==> config.mk <==
export PLATFORM = sky130hd
export DESIGN_NAME = slice_transpose_buf
export DESIGN_NICKNAME = d
export VERILOG_FILES = /design/src/rtl/tbuf_pkg.sv /design/src/rtl/tbuf_bank.sv /design/src/rtl/tbuf_wr_ctl.sv /design/src/rtl/tbuf_rd_seq.sv /design/src/rtl/slice_transpose_buf.sv
export SDC_FILE = /design/constraint.sdc
export NUM_CORES = 1
export LEC_CHECK = 0
export ABC_AREA = 1
export BUFFER_PORTS_ARGS = -buffer_cell sky130_fd_sc_hd__buf_2
export CORE_UTILIZATION = 55
export DETAILED_ROUTE_END_ITERATION = 10
export GPL_TIMING_DRIVEN = 0
export PLACE_DENSITY = 0.81
export SLEW_MARGIN = 20
export SYNTH_ARGS = -nofsm -noshare
export SYNTH_HDL_FRONTEND = slang
export SYNTH_SLANG_ARGS = --single-unit
==> constraint.sdc <==
create_clock -name clk -period 5.2 [get_ports clk]
set_input_delay 0.26 -clock clk [delete_from_list [all_inputs] [get_ports clk]]
set_output_delay 0.26 -clock clk [all_outputs]
set_load 0.01 [all_outputs]
==> src/rtl/tbuf_pkg.sv <==
// Package: shared constants and types for the transposing slice buffer.
// Assumes two banks in ping-pong use; the bank pointer is a single bit.
package tbuf_pkg;
    localparam int TB_BANKS = 2;
    typedef logic bank_t;
endpackage

==> src/rtl/tbuf_bank.sv <==
// Module: one storage bank. Holds NUM_WORDS words written by index and
// returns a SLICE_W-bit slice: one bit position across SLICE_W consecutive
// words starting at word half_sel*SLICE_W. Assumes NUM_WORDS is a multiple
// of SLICE_W. Storage needs no reset: it is only read after a full group.
module tbuf_bank #(
    parameter int WORD_W    = 16,
    parameter int NUM_WORDS = 8,
    parameter int SLICE_W   = 4,
    localparam int HALVES   = NUM_WORDS / SLICE_W,
    localparam int WIDX_W   = $clog2(NUM_WORDS),
    localparam int HALF_W   = $clog2(HALVES),
    localparam int BIT_W    = $clog2(WORD_W)
) (
    input  logic                clk,
    input  logic                we,
    input  logic [WIDX_W-1:0]   widx,
    input  logic [WORD_W-1:0]   wdata,
    input  logic [HALF_W-1:0]   half_sel,
    input  logic [BIT_W-1:0]    bit_sel,
    output logic [SLICE_W-1:0]  slice
);
    logic [WORD_W-1:0] mem [NUM_WORDS];

    // Store an accepted word at its arrival index.
    always_ff @(posedge clk) begin
        if (we) begin
            mem[widx] <= wdata;
        end
    end

    // Gather one bit position across SLICE_W words of the selected half.
    always_comb begin
        for (int k = 0; k < SLICE_W; k++) begin
            slice[k] = mem[int'(half_sel) * SLICE_W + k][bit_sel];
        end
    end
endmodule

==> src/rtl/tbuf_wr_ctl.sv <==
// Module: write side. It counts words in a group and selects the bank.
// It raises grp_done with the eighth accepted word. Assumes the owner
// sets the bank-full flag on grp_done and clears it when the reader
// releases the bank.
module tbuf_wr_ctl
    import tbuf_pkg::*;
#(
    parameter int NUM_WORDS = 8,
    localparam int WIDX_W   = $clog2(NUM_WORDS)
) (
    input  logic                 clk,
    input  logic                 rst_n,
    input  logic                 in_valid,
    input  logic [TB_BANKS-1:0]  bank_full,
    output logic                 in_ready,
    output logic [TB_BANKS-1:0]  wr_en,
    output logic [WIDX_W-1:0]    widx,
    output logic                 grp_done,
    output bank_t                wbank
);
    logic accept;
    logic idx_end;

    assign in_ready = !bank_full[wbank];
    assign accept   = in_valid && in_ready;
    assign idx_end  = (widx == WIDX_W'(NUM_WORDS - 1));
    assign grp_done = accept && idx_end;

    // One write enable per bank, raised only for the bank being filled.
    for (genvar b = 0; b < TB_BANKS; b++) begin : g_wen
        assign wr_en[b] = accept && (wbank == bank_t'(b));
    end

    // Advance the word index; at the group end, wrap it and swap banks.
    always_ff @(posedge clk) begin
        if (!rst_n) begin
            widx  <= '0;
            wbank <= 1'b0;
        end else if (accept) begin
            if (idx_end) begin
                widx  <= '0;
                wbank <= ~wbank;
            end else begin
                widx <= widx + 1'b1;
            end
        end
    end

    // A refused word leaves the write position untouched.
    p_stall_hold_r8: assert property (@(posedge clk) disable iff (!rst_n)
        (in_valid && !in_ready) |=> ($stable(widx) && $stable(wbank)));
endmodule

==> src/rtl/tbuf_rd_seq.sv <==
// Module: read side. It runs a pass of SLICES slices over the read bank.
// The slice counter splits into a half select (low bits) and a bit
// position (high bits). Assumes the half count is a power of two, at least 2.
module tbuf_rd_seq
    import tbuf_pkg::*;
#(
    parameter int SLICES    = 32,
    localparam int CNT_W    = $clog2(SLICES)
) (
    input  logic                 clk,
    input  logic                 rst_n,
    input  logic                 out_start,
    input  logic [TB_BANKS-1:0]  bank_full,
    output logic                 busy,
    output logic                 avail,
    output logic                 last,
    output logic                 release_bank,
    output logic [CNT_W-1:0]     cnt,
    output bank_t                rbank
);
    assign avail        = bank_full[rbank] && !busy;
    assign last         = busy && (cnt == CNT_W'(SLICES - 1));
    assign release_bank = last;

    // Start a pass on request, step the counter, end after the final slice.
    always_ff @(posedge clk) begin
        if (!rst_n) begin
            busy  <= 1'b0;
            cnt   <= '0;
            rbank <= 1'b0;
        end else if (busy) begin
            if (last) begin
                busy  <= 1'b0;
                cnt   <= '0;
                rbank <= ~rbank;
            end else begin
                cnt <= cnt + 1'b1;
            end
        end else if (out_start && avail) begin
            busy <= 1'b1;
            cnt  <= '0;
        end
    end

    p_run_continues_r4: assert property (@(posedge clk) disable iff (!rst_n)
        (busy && !last) |=> busy);
    p_start_ignored_r7: assert property (@(posedge clk) disable iff (!rst_n)
        (!busy && !avail && out_start) |=> !busy);
    p_after_last_r6: assert property (@(posedge clk) disable iff (!rst_n)
        last |=> !busy);
endmodule

==> src/rtl/slice_transpose_buf.sv <==
// Module: top of the transposing slice buffer. It takes words row-wise
// into one of two banks and emits bit-slices column-wise from the other.
// It holds the per-bank full flags shared by the write and read sides.
// Assumes NUM_WORDS / SLICE_W is a power of two, at least 2.
module slice_transpose_buf
    import tbuf_pkg::*;
#(
    parameter int WORD_W    = 16,
    parameter int NUM_WORDS = 8,
    parameter int SLICE_W   = 4,
    localparam int HALVES   = NUM_WORDS / SLICE_W,
    localparam int SLICES   = WORD_W * HALVES,
    localparam int WIDX_W   = $clog2(NUM_WORDS),
    localparam int HALF_W   = $clog2(HALVES),
    localparam int BIT_W    = $clog2(WORD_W),
    localparam int CNT_W    = $clog2(SLICES)
) (
    input  logic               clk,
    input  logic               rst_n,
    input  logic               in_valid,
    input  logic [WORD_W-1:0]  in_data,
    output logic               in_ready,
    output logic               out_avail,
    input  logic               out_start,
    output logic [SLICE_W-1:0] out_slice,
    output logic               out_valid,
    output logic               out_last
);
    logic [TB_BANKS-1:0] bank_full;
    logic [TB_BANKS-1:0] wr_en;
    logic [WIDX_W-1:0]   widx;
    logic                grp_done;
    bank_t               wbank;
    bank_t               rbank;
    logic                release_bank;
    logic [CNT_W-1:0]    cnt;
    logic [SLICE_W-1:0]  bank_slice [TB_BANKS];

    tbuf_wr_ctl #(.NUM_WORDS(NUM_WORDS)) u_wr (
        .clk       (clk),
        .rst_n     (rst_n),
        .in_valid  (in_valid),
        .bank_full (bank_full),
        .in_ready  (in_ready),
        .wr_en     (wr_en),
        .widx      (widx),
        .grp_done  (grp_done),
        .wbank     (wbank)
    );

    tbuf_rd_seq #(.SLICES(SLICES)) u_rd (
        .clk          (clk),
        .rst_n        (rst_n),
        .out_start    (out_start),
        .bank_full    (bank_full),
        .busy         (out_valid),
        .avail        (out_avail),
        .last         (out_last),
        .release_bank (release_bank),
        .cnt          (cnt),
        .rbank        (rbank)
    );

    // Storage banks; both decode the same slice position.
    for (genvar b = 0; b < TB_BANKS; b++) begin : g_bank
        tbuf_bank #(
            .WORD_W    (WORD_W),
            .NUM_WORDS (NUM_WORDS),
            .SLICE_W   (SLICE_W)
        ) u_bank (
            .clk      (clk),
            .we       (wr_en[b]),
            .widx     (widx),
            .wdata    (in_data),
            .half_sel (cnt[HALF_W-1:0]),
            .bit_sel  (cnt[CNT_W-1:HALF_W]),
            .slice    (bank_slice[b])
        );

        // Per-bank full flag: set when its group completes, cleared on release.
        always_ff @(posedge clk) begin
            if (!rst_n) begin
                bank_full[b] <= 1'b0;
            end else if (grp_done && (wbank == bank_t'(b))) begin
                bank_full[b] <= 1'b1;
            end else if (release_bank && (rbank == bank_t'(b))) begin
                bank_full[b] <= 1'b0;
            end
        end
    end

    assign out_slice = out_valid ? bank_slice[rbank] : '0;

    p_last_only_valid_r6: assert property (@(posedge clk) disable iff (!rst_n)
        out_last |-> out_valid);
    p_avail_excl_r4: assert property (@(posedge clk) disable iff (!rst_n)
        out_avail |-> !out_valid);
    p_ready_after_free_r9: assert property (@(posedge clk) disable iff (!rst_n)
        (out_last && !in_ready) |=> in_ready);
    p_slice_zero_r5: assert property (@(posedge clk) disable iff (!rst_n)
        !out_valid |-> (out_slice == '0));
endmodule

Yosys cells after proc, flatten, opt, wreduce, memory -nomap -nowiden
Memory sizes are Yosys's and may differ from the RTL's. A register that Yosys moved wholly into a read port is not among the register bits.
Index checks and enable logic that the tools add are counted.
W data, S select, Z words.
{"block": "totals", "ff_bits": 13, "inputBits": 20, "output_inout_bits": 8, "ram_bits": 256, "mem_count": 2, "elab_cells": 84}
{"memory": "g_bank[0].u_bank.mem", "depth": 8, "width": 16, "read_ports": 4, "rd_ports_with_merged_regs": 1, "wr": 1, "line_no": "tbuf_bank.sv:22", "source": "logic [WORD_W-1:0] mem [NUM_WORDS];"}
{"memory": "g_bank[1].u_bank.mem", "depth": 8, "width": 16, "read_ports": 4, "rd_ports_with_merged_regs": 1, "wr": 1, "line_no": "tbuf_bank.sv:22"}
{"block": "op_classes", "mux": 43, "n_eq_ne": 2, "addsub": 5, "reduce_logical": 18, "magnitude_cmp": 4, "n_bitwise": 3}
{"cell": "$bmux W1 S4", "count": 8}
{"cell": "$mux W1", "count": 23}
{"cell": "$mux W4", "count": 4}
{"cell": "$mux W3", "count": 5}
{"cell": "$mux W5", "count": 3}
{"cell": "$logic_and A1 B1 Y1", "count": 11}
{"cell": "$add A3 B1 Y3 const B", "count": 2}
{"cell": "$add A3 B2 Y3 const B", "count": 2}
{"cell": "$reduce_bool A2 Y1", "count": 3}
{"cell": "$add A5 B1 Y5 const B", "count": 1}
{"cell": "$eq A5 B5 Y1 const B", "count": 1}
{"cell": "$lt A4 B5 Y1 const B", "count": 1}
{"cell": "$lt A1 B2 Y1 const B", "count": 2}
{"cell": "$reduce_and A2 Y1", "count": 2}
{"cell": "$eq A3 B3 Y1 const B", "count": 1}
{"cell": "$ge A2 B2 Y1 const B", "count": 1}
{"cell": "$logic_not A1 Y1", "count": 2}
{"cell": "$not A1 Y1", "count": 2}
{"cell": "$not A1 Y2", "count": 1}

Logic depth before layout (Yosys ltp)
Gate-level depths: netlist (run 1).
{"block": "depth", "depth_word": 8, "ltp_mapped": 11, "depth_no_buf": 9}

By module
A second synthesis (run 1) with hierarchy kept.
{"block": "unflattened", "hier_cells": 1014, "hier_area_um2": 11297.1}
{"mod": "tbuf_bank", "seq_area_each_um2": 3843.7, "cells_per_inst": 450, "n_inst": 2, "area_each_um2": 5262.5}
{"mod": "tbuf_rd_seq", "seq_area_each_um2": 140.1, "cells_per_inst": 51, "n_inst": 1, "area_each_um2": 362.8}
{"mod": "tbuf_wr_ctl", "seq_area_each_um2": 80.1, "cells_per_inst": 38, "n_inst": 1, "area_each_um2": 266.5}
{"mod": "slice_transpose_buf", "seq_area_each_um2": 40.0, "cells_per_inst": 25, "n_inst": 1, "area_each_um2": 142.6}

Worst setup path after synthesis (run 1)
Ideal clock, no wire load.
{"block": "synth_path", "kind": "reg-to-reg", "start": "reg u_wr.wbank", "end": "mem g_bank[1].u_bank.mem[0][0] (enable)", "required_ns": 4.812, "setup_ns": 0.388, "path_stages_with_launch": 6, "n_path_buf": 0, "path_slack_ns": 2.946, "arrival_ns": 1.865, "period_less_slack_ns": 2.254, "cell_sequence": "dfxtp_1 o21ai_0 nand2_1 inv_1 nand2_1 nor2_1"}
{"block": "synth_between", "elab_chain_cells": 7}
{"item": "start: declaration", "line_no": "tbuf_wr_ctl.sv:19", "source": "output bank_t wbank"}
{"item": "start signal: assignment", "line_no": "tbuf_wr_ctl.sv:42", "source": "wbank <= ~wbank;"}
{"item": "$mux W1 (implied by the code) (2 in series)", "line_no": "tbuf_wr_ctl.sv:24", "source": "assign in_ready = !bank_full[wbank];"}
{"item": "$logic_not A1 Y1", "line_no": "tbuf_wr_ctl.sv:24"}
{"item": "named net in_ready", "line_no": "slice_transpose_buf.sv:22", "source": "output logic in_ready,"}
{"item": "$logic_and A1 B1 Y1", "line_no": "tbuf_wr_ctl.sv:25", "source": "assign accept = in_valid && in_ready;"}
{"item": "$logic_and A1 B1 Y1", "line_no": "tbuf_wr_ctl.sv:31", "source": "assign wr_en[b] = accept && (wbank == bank_t'(b));"}
{"item": "$mux W1", "line_no": "tbuf_bank.sv:26", "source": "if (we) begin"}
{"item": "$mux W1 (implied by the code)", "line_no": "tbuf_bank.sv:27", "source": "mem[widx] <= wdata;"}
{"item": "end: declaration", "line_no": "tbuf_bank.sv:22"}
The timed path passes the listed nets, and every way through them passes these cells. The select of a mux whose other input is x is not followed.

Worst setup path after layout (run 1)
{"block": "layout_path", "start": "reg u_rd.cnt[2]", "end": "out out_slice[2]"}
{"block": "layout_between", "elab_chain_cells": 6, "word_cells_on_any_way": 8}
{"item": "start: declaration", "line_no": "tbuf_rd_seq.sv:18", "source": "output logic [CNT_W-1:0] cnt,"}
{"item": "start signal: assignment", "line_no": "tbuf_rd_seq.sv:37", "source": "cnt <= cnt + 1'b1;"}
{"item": "$bmux W1 S4", "line_no": "tbuf_bank.sv:34", "source": "slice[k] = mem[int'(half_sel) * SLICE_W + k][bit_sel];"}
{"item": "$mux W1 (implied by the code)", "line_no": "tbuf_bank.sv:34"}
{"item": "$mux W4 (implied by the code) * (3 in series)", "line_no": "slice_transpose_buf.sv:92", "source": "assign out_slice = out_valid ? bank_slice[rbank] : '0;"}
{"item": "$mux W4 *", "line_no": "slice_transpose_buf.sv:92"}
{"item": "end: declaration", "line_no": "slice_transpose_buf.sv:25", "source": "output logic [SLICE_W-1:0] out_slice,"}
Mark *: on every way between the ends. The rest lies on a longest branch, timed or not. The select of a mux whose other input is x is not followed.

==> flow_summary.yaml, run 1 <==
yosys:
  yosysWarnings: 0
  synth_top_cell_area_share: 0.683
  yosys_register_bits: 270
  synth_most_common_cell: "nand2_1"
  synth_edf_count: 256
  ys_types: 21
  synth.top_cells.by_count: "303 x nand2_1, 256 x edfxtp_1, 140 x nand3_1"
  synthFlopType: "edfxtp_1"
  mappedNetlistArea_sq_um: 11300
  post-synth-top-area-cell: "edfxtp_1"
  synth_nets: 1064
  syn_avg_cell_area_sq_um: 10.8
  synth-async-reset-ratio: 0
  synthCells: 1040
  seq_area_frac_synth: 0.708
  synthTopCellsByArea: "edfxtp_1 68%, nand2_1 10%, nand3_1 6.2%"
placed_design:
  place_congestion: 0.931
  io_buffers: 27
  place_inst: 1346
  dp_hpwl_microns: 19300
  place_area_sq_um: 12000
timing:
  setup_viol: 0
  slew_headroom: 0.487
  max_freq_mhz: 335
  setup-tns-final_ns: 0
  slew_viol_final: 0
  finalHoldViolCount: 0
  worst_pin_slew_ns: 0.770
  finalClockSkew_ns: 0.0143
  layout_worst_path_cycle_share: 0.574
  rsz0062_at_grt: "no"
  min_period_ns: 2.98
global_route:
  grt_pass1_vias: 7973
  grt_util_met2: 0.468
  grt_overflow: 0
  use_met1: 0.371
  grt_pass1_wl_microns: 44700
  grt_max_degree: 17
  busiest_layer: "met2"
  grtUsageMet3: 0.0390
  antenna_found_initial: 0
  grt_usage: 0.284
clock_network:
  cts_made_buffers: 27
  postCtsHoldBufs: 0
  cts.sinks: 270
  cts_setup_buffers: 0
  cts_resized: 0
  clk_pin_slew_ns: 0.06
  cts_tree: "built"
  clockRootBuffer: "clkbuf_16"
  cts_buffer_depth: 3
  worstSkewPairLatency_ns: 0.53
  cts_max_level: 1
power_and_ir_drop:
  swShare: 0.199
  p_int_mw: 3.54
  power.density_nw_per_um2: 345
  p_seq_frac: 0.548
  comb_power_share: 0.027
  leakagePower_nw: 4.91
  p_sw_mw: 0.880
  pwr-share-clk: 0.425
  p_total_mw: 4.42
  peakVddDrop_mv: 0.313
setup_path:
  cp_max_fo: 10
  r2r_start: "u_wr.wbank"
  reg2regPathDepth: 6
  required_ns: 4.94
  crit_end: "out_slice[2]"
  worstSetupPathType: "flip-flop to primary output"
  r2r_slack_ns: 2.85
  end_kind: "primary output"
  critPathLaunchType: "flip-flop"
  crit_start: "u_rd.cnt[2]"
  critPathArrivalTime_ns: 2.72
  rr_endpoint: "g_bank[1].u_bank.mem[2][5]"
detailed_routing:
  wl_microns: 29600
  drcViolationCount: 0
  drt-pass1-iter-count: 6
  vias_per_cell: 5.86
  detail-route-antenna-nets: 0
  via_count: 8167
  routedWlPerCell_microns: 21.3
  drt-initial-drc-count: 1218
hold_path:
  hp-class: "input port to flip-flop"
  holdPathStages: 3
die:
  dieArea_sq_um: 21000
  io_pins: 28
  die_w_microns: 145
  start_util: 0.569
  core_sq_um: 19800
  rows: 51
  dieHeight_microns: 145
layout:
  antenna_cells: 0
  drive_gt1_frac: 0.122
  synthToLayoutAreaGrowth_pct: 13.7
  fin_nets: 1134
  fin_cells: 1394
  finalInstanceArea_sq_um: 12800
  final_util: 0.647
flow_run:
  cap_violations: 0
outcome:
  status: "finished clean"
-- critical path, stage by stage (launching register included) --
cell,delay (ns)
dfxtp_1,0.30
buf_4,0.18
inv_2,0.22
nand2_2,0.24
buf_2,0.29
a21oi_1,0.24
nor2_1,0.12
nand2_1,0.10
nand3_1,0.08
a21oi_1,0.23
buf_2,0.18
-- layout by cell type, fill, tap and decap left out, types with 6 or more instances in the layout --
| master | Yosys | routed |
|---|---|---|
| inv_1 | 79 | 79 |
| nor2_2 | 0 | 14 |
| o21ai_0 | 34 | 34 |
| dfxtp_1 | 14 | 14 |
| buf_8 | 0 | 6 |
| nand2_1 | 303 | 303 |
| clkbuf_1 | 7 | 14 |
| buf_2 | 29 | 56 |
| clkbuf_16 | 0 | 27 |
| o21ai_1 | 6 | 6 |
| nor2_1 | 109 | 93 |
| buf_6 | 1 | 9 |
| clkinv_1 | 1 | 6 |
| buf_4 | 10 | 10 |
| edfxtp_1 | 256 | 256 |
| a21oi_1 | 34 | 34 |
| nand3_1 | 140 | 140 |
-- stage by stage --
step / hold slack (ns) / setup WS [ns]
after global routing: 0.0525 / 2.18
after global placement: 0.466 / 2.17
after CTS: 0.0154 / 2.29
after floorplan: 0.359 / 2.95
final: 0.0294 / 2.22
after detailed placement: 0.468 / 2.87
-- cell families after synthesis --
kind of cell               Yosys count  synth area share
and+or+nand+nor                    557             0.202
DFF                                270             0.708
buffers and inverters              133            0.0517
AOI/OAI and AO/OA                   76            0.0342
adders and majority gates            4           0.00445
-- layout make-up --
cell class / instances / area [sq um]
Buffer: 50 / 270
Clock buffer: 34 / 702
Clock inverter: 14 / 145
Fill cell: 1442 / 6980
Inverter: 83 / 312
Multi-Input combinational cell: 637 / 2760
Sequential cell: 270 / 7970
Tap cell: 265 / 332
Timing Repair Buffer: 41 / 315
-- layer usage --
metal  wire length [microns]  part of all wire
met1                   10700              0.36
met2                   14100              0.48
met3                    3370              0.11
met4                    1450             0.049
met5                       0                 0
-- worst min-delay path by stage --
stage,startpoint,to,slack [ns]
2_1_floorplan,in_data[0],g_bank[0].u_bank.mem[0][0],0.36
3_3_place_gp,bank_full[1],bank_full[1],0.47
3_5_place_dp,bank_full[1],bank_full[1],0.47
4_1_cts,rst_n,u_wr.widx[2],0.02
5_1_grt,rst_n,u_rd.rbank,0.05
6_report,rst_n,u_wr.widx[2],0.03
-- state kept, by name, indices dropped and copies added, names as in the netlist, named ones only --
| register | cells |
|---|---|
| g_bank.u_bank.mem | 256 |
| u_wr.widx | 3 |
| u_rd.cnt | 5 |
| u_rd.rbank | 1 |
| u_rd.busy | 1 |
| bank_full | 2 |
| u_wr.wbank | 1 |
-- power groups by stage --
stage / Combinational [mW] / Clock, mW / Sequential [mW]
2_1_floorplan: 0.0468 / 0 / 2.47
3_3_place_gp: 0.0984 / 0 / 2.47
3_5_place_dp: 0.114 / 0 / 2.47
4_1_cts: 0.115 / 1.89 / 2.42
5_1_grt: 0.128 / 1.97 / 2.42
6_report: 0.118 / 1.88 / 2.42
Note: power is estimated with default switching activity, not from simulation.
==> run 2: changes to the inputs <==
Clock period 5.2 ns to 2.89 ns, I/O delays scaled along.
==> run 2 against run 1 <==
Utilization rose by 0.18 points. Setup slack got worse by 2.1 ns. Flip-flop and latch count did not move. Final cell count rose by 0.22%. Sequential share of layout area fell by 0.17 points. Hold slack got worse by 0.0099 ns. Critical path depth did not move. Count of clock-buffer cells in the layout did not move. Critical path type unchanged.
==> flow_summary.yaml, run 2 (same netlist as run 1, synthesis figures left out) <==
setup_path:
  r2r_start: "u_wr.wbank"
  reg2regPathDepth: 6
  crit_end: "out_slice[2]"
  rr_endpoint: "g_bank[1].u_bank.mem[2][5]"
  worstSetupPathType: "flip-flop to primary output"
  end_kind: "primary output"
  crit_slowest_cell: "clkbuf_1"
  critPathLaunchType: "flip-flop"
  cp_common_cell: "nand3_1"
  path_cells: "buf_2, clkbuf_1, nand3_1, nand3_1, nand2_1, nor2_1, nand2_1, nand3_1, a21oi_1, buf_2"
  slowest_delay_ns: 0.59
  critPathArrivalTime_ns: 2.67
  crit_start: "u_rd.cnt[1]"
  critPathBufInv: 3
  required_ns: 2.75
  cp_max_fo: 10
  cp_num_cells: 10
  r2r_slack_ns: 0.54
  cp_top_family: "buffers and inverters"
layout:
  reg_top3: "g_bank.u_bank.mem: 256 flops, u_rd.cnt: 5 flops, u_wr.widx: 3 flops"
  drive_gt1_frac: 0.122
  largest_reg_flops: 256
  final_util: 0.649
  final_common_cell: "nand2_1"
  largest-register: "g_bank.u_bank.mem"
  finalInstanceArea_sq_um: 12800
  synthToLayoutAreaGrowth_pct: 14.0
  final_cell_mix: "303 x nand2_1, 256 x edfxtp_1, 140 x nand3_1, 93 x nor2_1, 79 x inv_1"
  fin_nets: 1137
  antenna_cells: 0
timing:
  max_freq_mhz: 355
  slew_viol_final: 0
  setup_viol: 0
  finalHoldViolCount: 0
  rsz0062_at_grt: "no"
  slew_headroom: 0.498
  finalClockSkew_ns: 0.0161
  layout_worst_path_cycle_share: 0.974
  min_period_ns: 2.81
  worst_pin_slew_ns: 0.753
clock_network:
  cts.sinks: 270
  cts_max_level: 1
  worstSkewPairLatency_ns: 0.53
  clockRootBuffer: "clkbuf_16"
  clk_pin_slew_ns: 0.06
  cts_made_buffers: 27
  cts_buffer_depth: 3
  cts_tree: "built"
placed_design:
  place_area_sq_um: 12000
  dp_hpwl_microns: 19300
  place_congestion: 0.931
  io_buffers: 27
die:
  rows: 51
  dieHeight_microns: 145
  io_pins: 28
  start_util: 0.569
  die_w_microns: 145
  dieArea_sq_um: 21000
  core_sq_um: 19800
global_route:
  grt_max_degree: 17
  antenna_found_initial: 0
  grt_pass1_vias: 7993
  grt_overflow: 0
  grt_usage: 0.285
  grt_pass1_wl_microns: 44800
detailed_routing:
  drt-initial-drc-count: 1141
  wl_met3_microns: 3290
  wl_microns: 29700
  detail-route-antenna-nets: 0
  wl_met1_microns: 10700
  met2_length_microns: 14200
  drcViolationCount: 0
  drt-pass1-iter-count: 5
  via_count: 8209
  routedWlPerCell_microns: 21.3
  topRoutingLayerUsed: "met4"
  vias_per_cell: 5.88
hold_path:
  hp-class: "input port to flip-flop"
flow_run:
  cap_violations: 0
outcome:
  status: "finished clean"
power_and_ir_drop:
  peakVddDrop_mv: 0.562
  power.density_nw_per_um2: 621
  leakagePower_nw: 4.92
-- run 2: repair_timing --
item / in CTS / in global routing
endpoints found under the setup margin: 0 / 1
resized for setup: 0 / 1
hold buffers: 3 / 0
buffers inserted: 0 / 0
hold endpoints to repair: 8 / 0
-- run 2: worst min-delay path by stage --
stage / cells after the start / startpoint / slack (ns) / to
4_1_cts: 1 / in_data[11] / 0.007 / g_bank[1].u_bank.mem[4][11]
3_3_place_gp: 3 / rst_n / 0.44 / u_rd.rbank
3_5_place_dp: 3 / rst_n / 0.45 / u_wr.widx[2]
6_report: 1 / in_data[6] / 0.02 / g_bank[0].u_bank.mem[1][6]
2_1_floorplan: 0 / in_data[0] / 0.24 / g_bank[0].u_bank.mem[0][0]
5_1_grt: 1 / in_data[6] / 0.02 / g_bank[1].u_bank.mem[5][6]
-- run 2: routing by layer --
| metal | up-vias | track usage |
|---|---|---|
| met5 | - | 0 |
| met4 | 0 | 0.147 |
| met3 | 108 | 0.0384 |
| met2 | 588 | 0.469 |
| met1 | 3852 | 0.372 |
| li1 | 3661 | - |
-- run 2: final cells by class --
class | instances | area (sq um)
Sequential cell | 270 | 7970
Buffer | 50 | 270
Timing Repair Buffer | 44 | 345
Clock inverter | 14 | 145
Fill cell | 1438 | 6940
Multi-Input combinational cell | 637 | 2760
Inverter | 83 | 312
Tap cell | 265 | 332
Clock buffer | 34 | 702
-- run 2: stage by stage --
step | power, mW | TNS [ns] | setup WS, ns | hold slack (ns) | cells
3_5_place_dp | 4.65 | 0 | 0.599 | 0.454 | 1346
2_1_floorplan | 4.52 | 0 | 0.636 | 0.243 | 1040
6_report | 7.97 | 0 | 0.0757 | 0.0195 | 1397
3_3_place_gp | 4.62 | -4.13 | -0.136 | 0.442 | 1332
5_1_grt | 8.13 | 0 | 0.0184 | 0.0210 | 1397
4_1_cts | 7.97 | 0 | 0.0947 | 0.00748 | 1397
-- run 2: power breakdown --
part           total, mW  switching, mW  leakage, nW  internal [mW]
clock network       3.40           1.41        0.417           1.98
logic              0.216          0.162         2.08         0.0534
registers           4.36         0.0181         2.43           4.34
